==> config.mk <==
export PLATFORM = sky130hd
export DESIGN_NAME = irq_regwin
export DESIGN_NICKNAME = d
export VERILOG_FILES = /design/src/rtl/irq_regwin_pkg.sv /design/src/rtl/regwin_decode.sv /design/src/rtl/regwin_regs.sv /design/src/rtl/regwin_table.sv /design/src/rtl/irq_regwin.sv
export SDC_FILE = /design/constraint.sdc
export NUM_CORES = 2
export LEC_CHECK = 0
export ABC_CLOCK_PERIOD_IN_PS = 5050
export BUFFER_PORTS_ARGS = -buffer_cell sky130_fd_sc_hd__buf_2
export CAP_MARGIN = 20
export CORE_MARGIN = 2
export CORE_UTILIZATION = 57
export DETAILED_ROUTE_END_ITERATION = 6
export PLACE_DENSITY_LB_ADDON = 0.3
export SYNTH_ARGS = -nofsm -noshare
export SYNTH_HDL_FRONTEND = slang
export SYNTH_SLANG_ARGS = --single-unit
==> constraint.sdc <==
create_clock -name clk -period 5.05 [get_ports clk]
set_clock_uncertainty 0.1 [all_clocks]
set_input_delay 0.2525 -clock clk [delete_from_list [all_inputs] [get_ports clk]]
set_output_delay 0.2525 -clock clk [all_outputs]
set_load 0.03 [all_outputs]
==> src/rtl/irq_regwin_pkg.sv <==
package irq_regwin_pkg;

  localparam int unsigned SEL_W  = 8;
  localparam int unsigned DATA_W = 32;
  localparam logic [1:0]  SIZE_WORD = 2'd2;

  typedef enum logic [2:0] {
    TGT_NONE,
    TGT_ID,
    TGT_VER,
    TGT_ARB,
    TGT_TBL
  } tgt_e;

  // version word: code in [7:0], highest entry number in [23:16]
  function automatic logic [DATA_W-1:0] ver_word(int unsigned npins, logic [7:0] code);
    logic [7:0] top_idx;
    top_idx = 8'(npins - 1);
    return {8'h00, top_idx, 8'h00, code};
  endfunction

  // relative table slot of a select index
  function automatic logic [SEL_W-2:0] tbl_slot(logic [SEL_W-1:0] sel, logic [SEL_W-1:0] base);
    logic [SEL_W-1:0] rel;
    rel = sel - base;
    return rel[SEL_W-1:1];
  endfunction

  function automatic logic tbl_hit(logic [SEL_W-1:0] sel, logic [SEL_W-1:0] base,
                                   int unsigned npins);
    return (sel >= base) && (32'(tbl_slot(sel, base)) < npins);
  endfunction

endpackage

==> src/rtl/regwin_decode.sv <==
module regwin_decode
  import irq_regwin_pkg::*;
#(
  parameter int unsigned ADDR_W   = 12,
  parameter int unsigned NPINS    = 24,
  parameter int unsigned ENT_W    = 5,
  parameter logic [7:0]  SEL_OFF  = 8'h00,
  parameter logic [7:0]  WIN_OFF  = 8'h10,
  parameter logic [7:0]  REG_ID   = 8'h00,
  parameter logic [7:0]  REG_VER  = 8'h01,
  parameter logic [7:0]  REG_ARB  = 8'h02,
  parameter logic [7:0]  TBL_BASE = 8'h10
) (
  input  logic              clk,
  input  logic              rst_n,
  input  logic              req_valid,
  input  logic              req_write,
  input  logic [ADDR_W-1:0] req_addr,
  input  logic [1:0]        req_size,
  input  logic [SEL_W-1:0]  sel_q,
  output logic              acc_sel,
  output logic              acc_win,
  output tgt_e              tgt,
  output logic              sel_we,
  output logic              id_we,
  output logic              tbl_we,
  output logic [ENT_W-1:0]  tbl_entry,
  output logic              tbl_upper
);

  logic [7:0] off;
  logic       wr_acc;

  assign off = req_addr[7:0];

  generate
    if (ADDR_W > 8) begin : g_hi
      logic unused_hi;
      assign unused_hi = ^req_addr[ADDR_W-1:8];
    end
  endgenerate

  assign acc_sel = (off == SEL_OFF);
  assign acc_win = (off == WIN_OFF) && (req_size == SIZE_WORD);
  assign wr_acc  = req_valid && req_write;

  always_comb begin
    tgt = TGT_NONE;
    if (sel_q == REG_ID)                       tgt = TGT_ID;
    else if (sel_q == REG_VER)                 tgt = TGT_VER;
    else if (sel_q == REG_ARB)                 tgt = TGT_ARB;
    else if (tbl_hit(sel_q, TBL_BASE, NPINS))  tgt = TGT_TBL;
  end

  assign tbl_entry = ENT_W'(tbl_slot(sel_q, TBL_BASE));
  assign tbl_upper = sel_q[0];
  assign sel_we    = wr_acc && acc_sel;
  assign id_we     = wr_acc && acc_win && (tgt == TGT_ID);
  assign tbl_we    = wr_acc && acc_win && (tgt == TGT_TBL);

  assert_one_strobe_R1: assert property (@(posedge clk) disable iff (!rst_n)
    $onehot0({sel_we, id_we, tbl_we}));

  assert_entry_in_range_R8: assert property (@(posedge clk) disable iff (!rst_n)
    tbl_we |-> (32'(tbl_entry) < NPINS));

endmodule

==> src/rtl/regwin_regs.sv <==
module regwin_regs
  import irq_regwin_pkg::*;
#(
  parameter int unsigned ID_LSB = 24,
  parameter int unsigned ID_W   = 4
) (
  input  logic              clk,
  input  logic              rst_n,
  input  logic              sel_we,
  input  logic              id_we,
  input  logic [DATA_W-1:0] wdata,
  output logic [SEL_W-1:0]  sel_q,
  output logic [ID_W-1:0]   id_q
);

  always_ff @(posedge clk) begin
    if (!rst_n) begin
      sel_q <= '0;
      id_q  <= '0;
    end else begin
      if (sel_we) sel_q <= wdata[SEL_W-1:0];
      if (id_we)  id_q  <= wdata[ID_LSB +: ID_W];
    end
  end

  assert_sel_hold_R2: assert property (@(posedge clk) disable iff (!rst_n)
    !sel_we |=> $stable(sel_q));

  assert_id_hold_R6: assert property (@(posedge clk) disable iff (!rst_n)
    !id_we |=> $stable(id_q));

endmodule

==> src/rtl/regwin_table.sv <==
module regwin_table
  import irq_regwin_pkg::*;
#(
  parameter int unsigned NPINS = 24,
  parameter int unsigned ENT_W = 5
) (
  input  logic              clk,
  input  logic              rst_n,
  input  logic              wr_en,
  input  logic [ENT_W-1:0]  wr_entry,
  input  logic              wr_upper,
  input  logic [DATA_W-1:0] wr_data,
  input  logic [ENT_W-1:0]  rd_entry,
  input  logic              rd_upper,
  output logic [DATA_W-1:0] rd_data
);

  logic [DATA_W-1:0] lo_q [NPINS];
  logic [DATA_W-1:0] hi_q [NPINS];

  generate
    for (genvar g = 0; g < NPINS; g++) begin : g_ent
      logic hit_w;
      assign hit_w = wr_en && (32'(wr_entry) == g);

      always_ff @(posedge clk) begin
        if (!rst_n) begin
          lo_q[g] <= '0;
          hi_q[g] <= '0;
        end else if (hit_w) begin
          if (wr_upper) hi_q[g] <= wr_data;
          else          lo_q[g] <= wr_data;
        end
      end

      assert_lower_kept_R7: assert property (@(posedge clk) disable iff (!rst_n)
        (hit_w && wr_upper) |=> $stable(lo_q[g]));

      assert_upper_kept_R7: assert property (@(posedge clk) disable iff (!rst_n)
        (hit_w && !wr_upper) |=> $stable(hi_q[g]));
    end
  endgenerate

  always_comb begin
    rd_data = '0;
    if (32'(rd_entry) < NPINS)
      rd_data = rd_upper ? hi_q[rd_entry] : lo_q[rd_entry];
  end

endmodule

==> src/rtl/irq_regwin.sv <==
module irq_regwin
  import irq_regwin_pkg::*;
#(
  parameter int unsigned ADDR_W   = 12,
  parameter int unsigned NPINS    = 24,
  parameter logic [7:0]  SEL_OFF  = 8'h00,
  parameter logic [7:0]  WIN_OFF  = 8'h10,
  parameter logic [7:0]  REG_ID   = 8'h00,
  parameter logic [7:0]  REG_VER  = 8'h01,
  parameter logic [7:0]  REG_ARB  = 8'h02,
  parameter logic [7:0]  TBL_BASE = 8'h10,
  parameter logic [7:0]  VER_CODE = 8'h11,
  parameter int unsigned ID_LSB   = 24,
  parameter int unsigned ID_W     = 4,
  localparam int unsigned ENT_W   = (NPINS > 1) ? $clog2(NPINS) : 1
) (
  input  logic              clk,
  input  logic              rst_n,
  input  logic              req_valid,
  output logic              req_ready,
  input  logic              req_write,
  input  logic [ADDR_W-1:0] req_addr,
  input  logic [1:0]        req_size,
  input  logic [31:0]       req_wdata,
  output logic              rsp_valid,
  output logic [31:0]       rsp_rdata,
  output logic              tbl_we,
  output logic [ENT_W-1:0]  tbl_entry,
  output logic              tbl_upper,
  output logic [31:0]       tbl_wdata,
  output logic              scan_req
);

  logic              acc_sel, acc_win, sel_we, id_we;
  tgt_e              tgt;
  logic [SEL_W-1:0]  sel_q;
  logic [ID_W-1:0]   id_q;
  logic [DATA_W-1:0] tbl_rd, rd_next;

  assign req_ready = 1'b1;
  assign tbl_wdata = req_wdata;

  regwin_decode #(
    .ADDR_W(ADDR_W), .NPINS(NPINS), .ENT_W(ENT_W), .SEL_OFF(SEL_OFF), .WIN_OFF(WIN_OFF),
    .REG_ID(REG_ID), .REG_VER(REG_VER), .REG_ARB(REG_ARB), .TBL_BASE(TBL_BASE)
  ) decode_i (
    .clk(clk), .rst_n(rst_n), .req_valid(req_valid), .req_write(req_write),
    .req_addr(req_addr), .req_size(req_size), .sel_q(sel_q),
    .acc_sel(acc_sel), .acc_win(acc_win), .tgt(tgt), .sel_we(sel_we), .id_we(id_we),
    .tbl_we(tbl_we), .tbl_entry(tbl_entry), .tbl_upper(tbl_upper)
  );

  regwin_regs #(.ID_LSB(ID_LSB), .ID_W(ID_W)) regs_i (
    .clk(clk), .rst_n(rst_n), .sel_we(sel_we), .id_we(id_we), .wdata(req_wdata),
    .sel_q(sel_q), .id_q(id_q)
  );

  regwin_table #(.NPINS(NPINS), .ENT_W(ENT_W)) table_i (
    .clk(clk), .rst_n(rst_n), .wr_en(tbl_we), .wr_entry(tbl_entry), .wr_upper(tbl_upper),
    .wr_data(req_wdata), .rd_entry(tbl_entry), .rd_upper(tbl_upper), .rd_data(tbl_rd)
  );

  always_comb begin
    rd_next = '0;
    if (acc_sel) begin
      rd_next = DATA_W'(sel_q);
    end else if (acc_win) begin
      case (tgt)
        TGT_ID:  rd_next = DATA_W'(id_q) << ID_LSB;
        TGT_VER: rd_next = ver_word(NPINS, VER_CODE);
        TGT_TBL: rd_next = tbl_rd;
        default: rd_next = '0;
      endcase
    end
  end

  always_ff @(posedge clk) begin
    if (!rst_n) begin
      rsp_valid <= 1'b0;
      rsp_rdata <= '0;
      scan_req  <= 1'b0;
    end else begin
      rsp_valid <= req_valid;
      rsp_rdata <= (req_valid && !req_write) ? rd_next : '0;
      scan_req  <= tbl_we;
    end
  end

  assert_scan_follows_R9: assert property (@(posedge clk) disable iff (!rst_n)
    tbl_we |=> scan_req);

  assert_scan_cause_R9: assert property (@(posedge clk) disable iff (!rst_n)
    scan_req |-> $past(tbl_we));

  assert_rsp_follows_R10: assert property (@(posedge clk) disable iff (!rst_n)
    req_valid |=> rsp_valid);

  assert_rsp_cause_R10: assert property (@(posedge clk) disable iff (!rst_n)
    rsp_valid |-> $past(req_valid));

endmodule

== After elaboration in Yosys (flattened, before gate mapping) ==
Memory sizes are Yosys's and may differ from the RTL's.
Index checks and enable logic that the tools add are counted.
Storage, ports and cells
  register bits: 46
  memory bits (writable): 1536
  input bits: 50
  output and inout port bits: 74
  memories: 2
Memory list
  table_i.hi_q: depth 24, bits a word 32, rd ports 1, clocked after memory_dff 0, wr ports 24, RTL line regwin_table.sv:19  | logic [DATA_W-1:0] hi_q [NPINS];
  table_i.lo_q: depth 24, bits a word 32, rd ports 1, clocked after memory_dff 0, wr ports 24, RTL line regwin_table.sv:18  | logic [DATA_W-1:0] lo_q [NPINS];
Cells by class
  $add $sub $neg: 1
  magnitude comparators: 3
  equality and inequality tests: 30
  multiplexer cells: 204
  bitwise operators: 51
  reduce and logical (&&, ||, !) cells: 38
Operators by type and width (number)
  2-to-1 mux 32 bit: 50
  2-to-1 mux 1 bit: 147
  case mux 32 bit (3 select lines): 1
  bitwise OR 1 bit: 48
  == test 5 x 4 -> 1 bit, second input constant: 8
  == test 5 bit, second input constant: 8
  logical AND 1 bit: 32
  == test 5 x 3 -> 1 bit, second input constant: 4
  zero test 8 bit: 2
  2-to-1 mux 8 bit: 2
  2-to-1 mux 3 bit: 4
  == test 5 x 2 -> 1 bit, second input constant: 2
  == test 8 x 1 -> 1 bit, second input constant: 1
  == test 8 x 2 -> 1 bit, second input constant: 1
  == test 8 x 5 -> 1 bit, second input constant: 1
  >= comparator 8 x 5 -> 1 bit, second input constant: 1
  subtractor 8 x 5 -> 8 bit, second input constant: 1
  less-than comparator 7 x 5 -> 1 bit, second input constant: 1
  == test 5 x 1 -> 1 bit, second input constant: 1
  zero test 5 bit: 1
  less-than comparator 5 bit, second input constant: 1
  OR reduction 4 bit: 1
  == test 3 x 1 -> 1 bit, second input constant: 1
  == test 3 x 2 -> 1 bit, second input constant: 1
  5 further kinds: 7

== Longest topological paths before layout ==
  depth after elaboration: 14
  gate-level depth with buffers: 14

== Cells and area by module ==
Synthesis repeated with hierarchy kept, for this count alone.
Unflattened totals
  cell total of the unflattened synthesis: 4829
  area total of the unflattened synthesis: 72679.7 um^2
By module, submodules not included
  regwin_table: times used 1, cells each 4622, area an instance 70620.2 um^2, sequential area each 46124.2 um^2
  irq_regwin: times used 1, cells each 136, area an instance 1403.8 um^2, sequential area each 680.7 um^2
  regwin_regs: times used 1, cells each 39, area an instance 459.2 um^2, sequential area each 240.2 um^2
  regwin_decode: times used 1, cells each 32, area an instance 196.4 um^2, sequential area each 0.0 um^2

== Worst setup path after synthesis ==
OpenSTA, ideal clock, no wires.
  path type: reg-to-reg
  start: reg regs_i.sel_q[4]
  end: mem table_i.hi_q[21][0], enable pin
  library setup time: 0.466 ns
  arrival time: 4.975 ns
  data required time: 4.484 ns
  setup slack: -0.491 ns
  stages on the path, launching flop included: 12
  buffers on the path: 6
  period minus slack after synthesis: 5.541 ns
  cells stage by stage: dfxtp_1 -> buf_2 -> clkbuf_1 -> inv_1 -> clkbuf_1 -> ha_1 -> clkbuf_1 -> clkinv_1 -> clkbuf_1 -> clkbuf_1 -> nand2_1 -> o21ai_0
RTL lines
  start: declaration: RTL line regwin_regs.sv:12  | output logic [SEL_W-1:0] sel_q,
  start signal: assignment: RTL line regwin_regs.sv:21  | if (sel_we) sel_q <= wdata[SEL_W-1:0];
  end: declaration: RTL line regwin_table.sv:19

==> metrics.log <==
INFO  metric outcome = complete, but fails checks
INFO  metric failed_checks = DRC
INFO  metric insertion_delay = 0.81 ns
INFO  metric drt_drc_violations_left = 1
INFO  metric placement_cell_area = between 70,000 and 80,000 sq um
INFO  metric global_route_wire_length_before_repair = 302,000 um
INFO  metric finalWeightedCongestion = 1.01
INFO  metric drt.antenna.violating_nets = 0
INFO  metric overall_die_area = ~130,000 sq um
INFO  metric cts-resized-gates = 0
INFO  metric setup_repair_after_global_routing_missed_its_margin = false
INFO  metric ys_seq_area_frac = 0.661
INFO  metric areaGrowthSynthToFinish = 11.5%
INFO  metric maxSlewViolCount = 0
INFO  metric drt_iter0_drc = ~6,700
INFO  metric timing.critical_path.fanout_max = 20
INFO  metric hold_path.class = primary input to flip-flop
INFO  metric p_leak = between 20 and 30 nW
INFO  metric cts-buffers-inserted = about 160
INFO  metric synth_fp_nets = around 4,800
INFO  metric syn-cell-area = between 70,000 and 80,000 sq um
INFO  metric avgSynthCellArea = around 15 sq um
INFO  metric gr-total-overflow = 0
INFO  metric antenna_found_initial = 13
INFO  metric worst_ep_required_time = between 5 and 6 ns
INFO  metric hpwl = between 100,000 and 150,000 um
INFO  metric critical_path.reg2reg.endpoint = table_i.lo_q[6][8]$_SDFFCE_PN0P_
INFO  metric final_hold_viol_count = 0
INFO  metric grt_usage = 0.337
INFO  metric ys.warnings.count = 0
INFO  metric ff2ff_setup_slack = between 0.9 and 1 ns
INFO  metric post_route_cells_drive_above_1_share = 0.202
INFO  metric worstHoldEndpoint = table_i.hi_q[12][29]$_SDFFCE_PN0P_
INFO  metric layout_min_cycle_time = a little over 4 ns
INFO  metric hold_start = req_wdata[29]
INFO  metric number_of_instances_in_the_synthesized_netlist = around 4,800
INFO  metric first_global_vias = approximately 42,000
INFO  metric cts.clk_slew.worst_paths = 0.06 ns
INFO  metric root_buffer_cell = clkbuf_16
INFO  metric n_fill_cell = ~8,600
INFO  metric worst_r2r_startpoint = regs_i.sel_q[4]$_SDFFE_PN0P_
INFO  metric number_of_vias_per_cell = around 6.5
INFO  metric max_clock_freq = approximately 250 MHz
INFO  metric layout.cell_area.non_filler = 79,400 sq um
INFO  metric synth_edf_count = between 1,500 and 2,000
INFO  metric critPathArrivalTime = around 4.4 ns
INFO  metric critPathLaunchType = flip-flop
INFO  metric fin_crit_sh = 0.803
INFO  metric die_h = between 300 and 400 um
INFO  metric num_rows = around 130
INFO  metric timing.max_slew.rel_slack = 0.227
INFO  metric ys_types = 62
INFO  metric worstMarginPinSlew = around 1.2 ns
INFO  metric design_power_total = approximately 28 mW
INFO  metric i_o_pins = 124
INFO  metric totalWireLength = around 210,000 um
INFO  metric place_worst_setup_slack = roughly 1.1 ns
INFO  metric worstRegToRegCells = 8
INFO  metric portBuffers = around 120
INFO  metric ir_drop = slightly above 400 uV
INFO  metric initial_core_util = 0.575
INFO  metric endpoint_kind = flip-flop
INFO  metric startpoint_to_endpoint_class_of_the_critical_path = flip-flop to flip-flop
INFO  metric finalSetupViolCount = 0
INFO  metric drv.max_cap_violation_count = 0
INFO  metric cts-root-to-sink-buffers = 3
INFO  metric yosys_register_bits = between 1,500 and 2,000
INFO  metric final_net_count = 4,854
INFO  metric clock_sink_count = around 1,600
INFO  metric routed-via-count = approximately 43,000
INFO  metric grt_start_max_net_pins = about 120
INFO  metric floorplan_die_width = about 360 um
INFO  metric setup_ws = just under 1 ns
INFO  metric clock_tree_from_tritoncts = yes
INFO  metric wl_per_cell = 32.2 um
INFO  metric core-area = about 120,000 sq um
INFO  metric ys_async_sr_fraction = 0
INFO  metric cts-htree-levels = 4
INFO  metric pwr_density_cell = 350 nW/um^2
INFO  metric detailed_routing_iteration_count_for_the_pre_antenna_repair_pass = 7
INFO  metric synth_top_flop_cell = edfxtp_1
INFO  metric hold-path-cell-count = 2
## synth_stat cells, types with 4 or more instances
master	count	area [sq um]
a221oi_1	12	105
edfxtp_1	1536	46100
a32oi_1	4	35.0
and3_1	5	31.3
nor2b_1	9	56.3
nor2_2	14	87.6
nor3_2	6	60.1
inv_1	4	15.0
a211oi_1	13	97.6
clkbuf_1	307	1150
a21oi_1	50	250
o22ai_1	20	125
mux4_2	335	7540
a31oi_1	24	150
a21boi_0	8	60.1
dfxtp_1	46	921
nor3_1	8	40.0
a22o_1	23	201
buf_1	10	37.5
nor2_1	237	890
nand3_1	27	135
nor4_1	9	56.3
clkbuf_2	42	210
buf_4	55	413
nand2_1	190	713
a22oi_1	48	360
and2_1	1348	8430
mux2i_1	124	1240
o21ai_0	96	480
buf_2	65	325
o221ai_1	37	324
## sequential cells by signal, summed over array words and instances, names as in the netlist
| name | count |
|---|---|
| regs_i.id_q | 4 |
| regs_i.sel_q | 8 |
| rsp_rdata | 32 |
| rsp_valid | 1 |
| scan_req | 1 |
| table_i.hi_q | 768 |
| table_i.lo_q | 768 |
## stage by stage
stage	std cells	util	hold slack, ns	setup TNS (ns)
after floorplan	4766	-	0.280	-212.95
after global placement	6253	0.599	0.353	0
after detailed placement	6254	0.599	0.350	0
after CTS	6568	0.641	0.00188	0
after global routing	6569	0.641	0.0392	0
final	6576	0.641	0.0408	0
## report_power, final
group          switching, mW  internal (mW)
Clock                   5.11           6.36
Sequential             0.167           15.0
Combinational          0.838          0.320
## kinds of logic after synthesis
| group | Yosys count | share of synthesized area |
|---|---|---|
| AND/OR/NAND/NOR | 1880 | 0.151 |
| flip-flops | 1582 | 0.661 |
| buffers and inverters | 487 | 0.0305 |
| multiplexers | 459 | 0.123 |
| AO/OA/AOI/OAI | 354 | 0.0330 |
| adder cells (fa/ha/maj) | 2 | 0.000352 |
| other | 1 | 0.0000527 |
| XOR/XNOR | 1 | 0.000123 |
## final cells by class
type	count	area (sq um)	share of cell area
multi-input cells	2697	22600	0.285
clock inverters	80	701	0.00883
repair buffers	352	2590	0.0326
inverters	8	32.5	0.000410
flip-flops and latches	1582	47100	0.593
diodes	8	20.0	0.000252
well taps	1637	2050	0.0258
clock buffers	212	4300	0.0542
## cells in the final DEF (no fill, tap or decap), drive strengths merged, types with 48 or more instances in the layout
cell type	n
nor2	251
a21oi	50
and2	1348
a22oi	48
edfxtp	1536
o21ai	96
clkinv	61
buf	330
mux2i	124
nand2	190
mux4	335
clkbuf	212
## routing by layer
layer	share of wire	track usage	wire length (um)	up-vias
met1	0.36	0.470	77200	21700
li1	-	-	-	17500
met3	0.13	0.0948	28500	476
met4	0.054	0.162	11500	10
met5	0.00098	0.00889	208	-
met2	0.45	0.492	94500	3009
## what timing repair did
item                                   4_1_cts  5_1_grt
setup endpoints to repair                    0        0
buffers inserted                             0        0
hold buffers                                22        0
endpoints found under the hold margin      118        0
## critical path, cell delays in order, from the launching register on
cell	delay, ns
dfxtp_4	0.40
inv_1	0.22
ha_1	0.28
nor4b_2	0.42
nand4b_4	0.16
inv_2	0.27
nand3_1	0.57
o21ai_4	0.73
buf_4	0.50
## worst max path at each step
stage / from / cells after the start / slack (ns) / end
after detailed placement: regs_i.sel_q[4]$_SDFFE_PN0P_ / 6 / 1.14 / table_i.lo_q[6][19]$_SDFFCE_PN0P_
final: regs_i.sel_q[4]$_SDFFE_PN0P_ / 8 / 0.99 / table_i.lo_q[6][8]$_SDFFCE_PN0P_
after global routing: regs_i.sel_q[4]$_SDFFE_PN0P_ / 8 / 0.96 / table_i.lo_q[6][8]$_SDFFCE_PN0P_
after CTS: regs_i.sel_q[4]$_SDFFE_PN0P_ / 6 / 1.12 / table_i.lo_q[6][31]$_SDFFCE_PN0P_
after floorplan: regs_i.sel_q[4]$_SDFFE_PN0P_ / 11 / -0.49 / table_i.hi_q[21][0]$_SDFFCE_PN0P_
after global placement: regs_i.sel_q[4]$_SDFFE_PN0P_ / 6 / 1.22 / table_i.lo_q[6][15]$_SDFFCE_PN0P_
No activity file was read; power rests on OpenSTA's default activity.
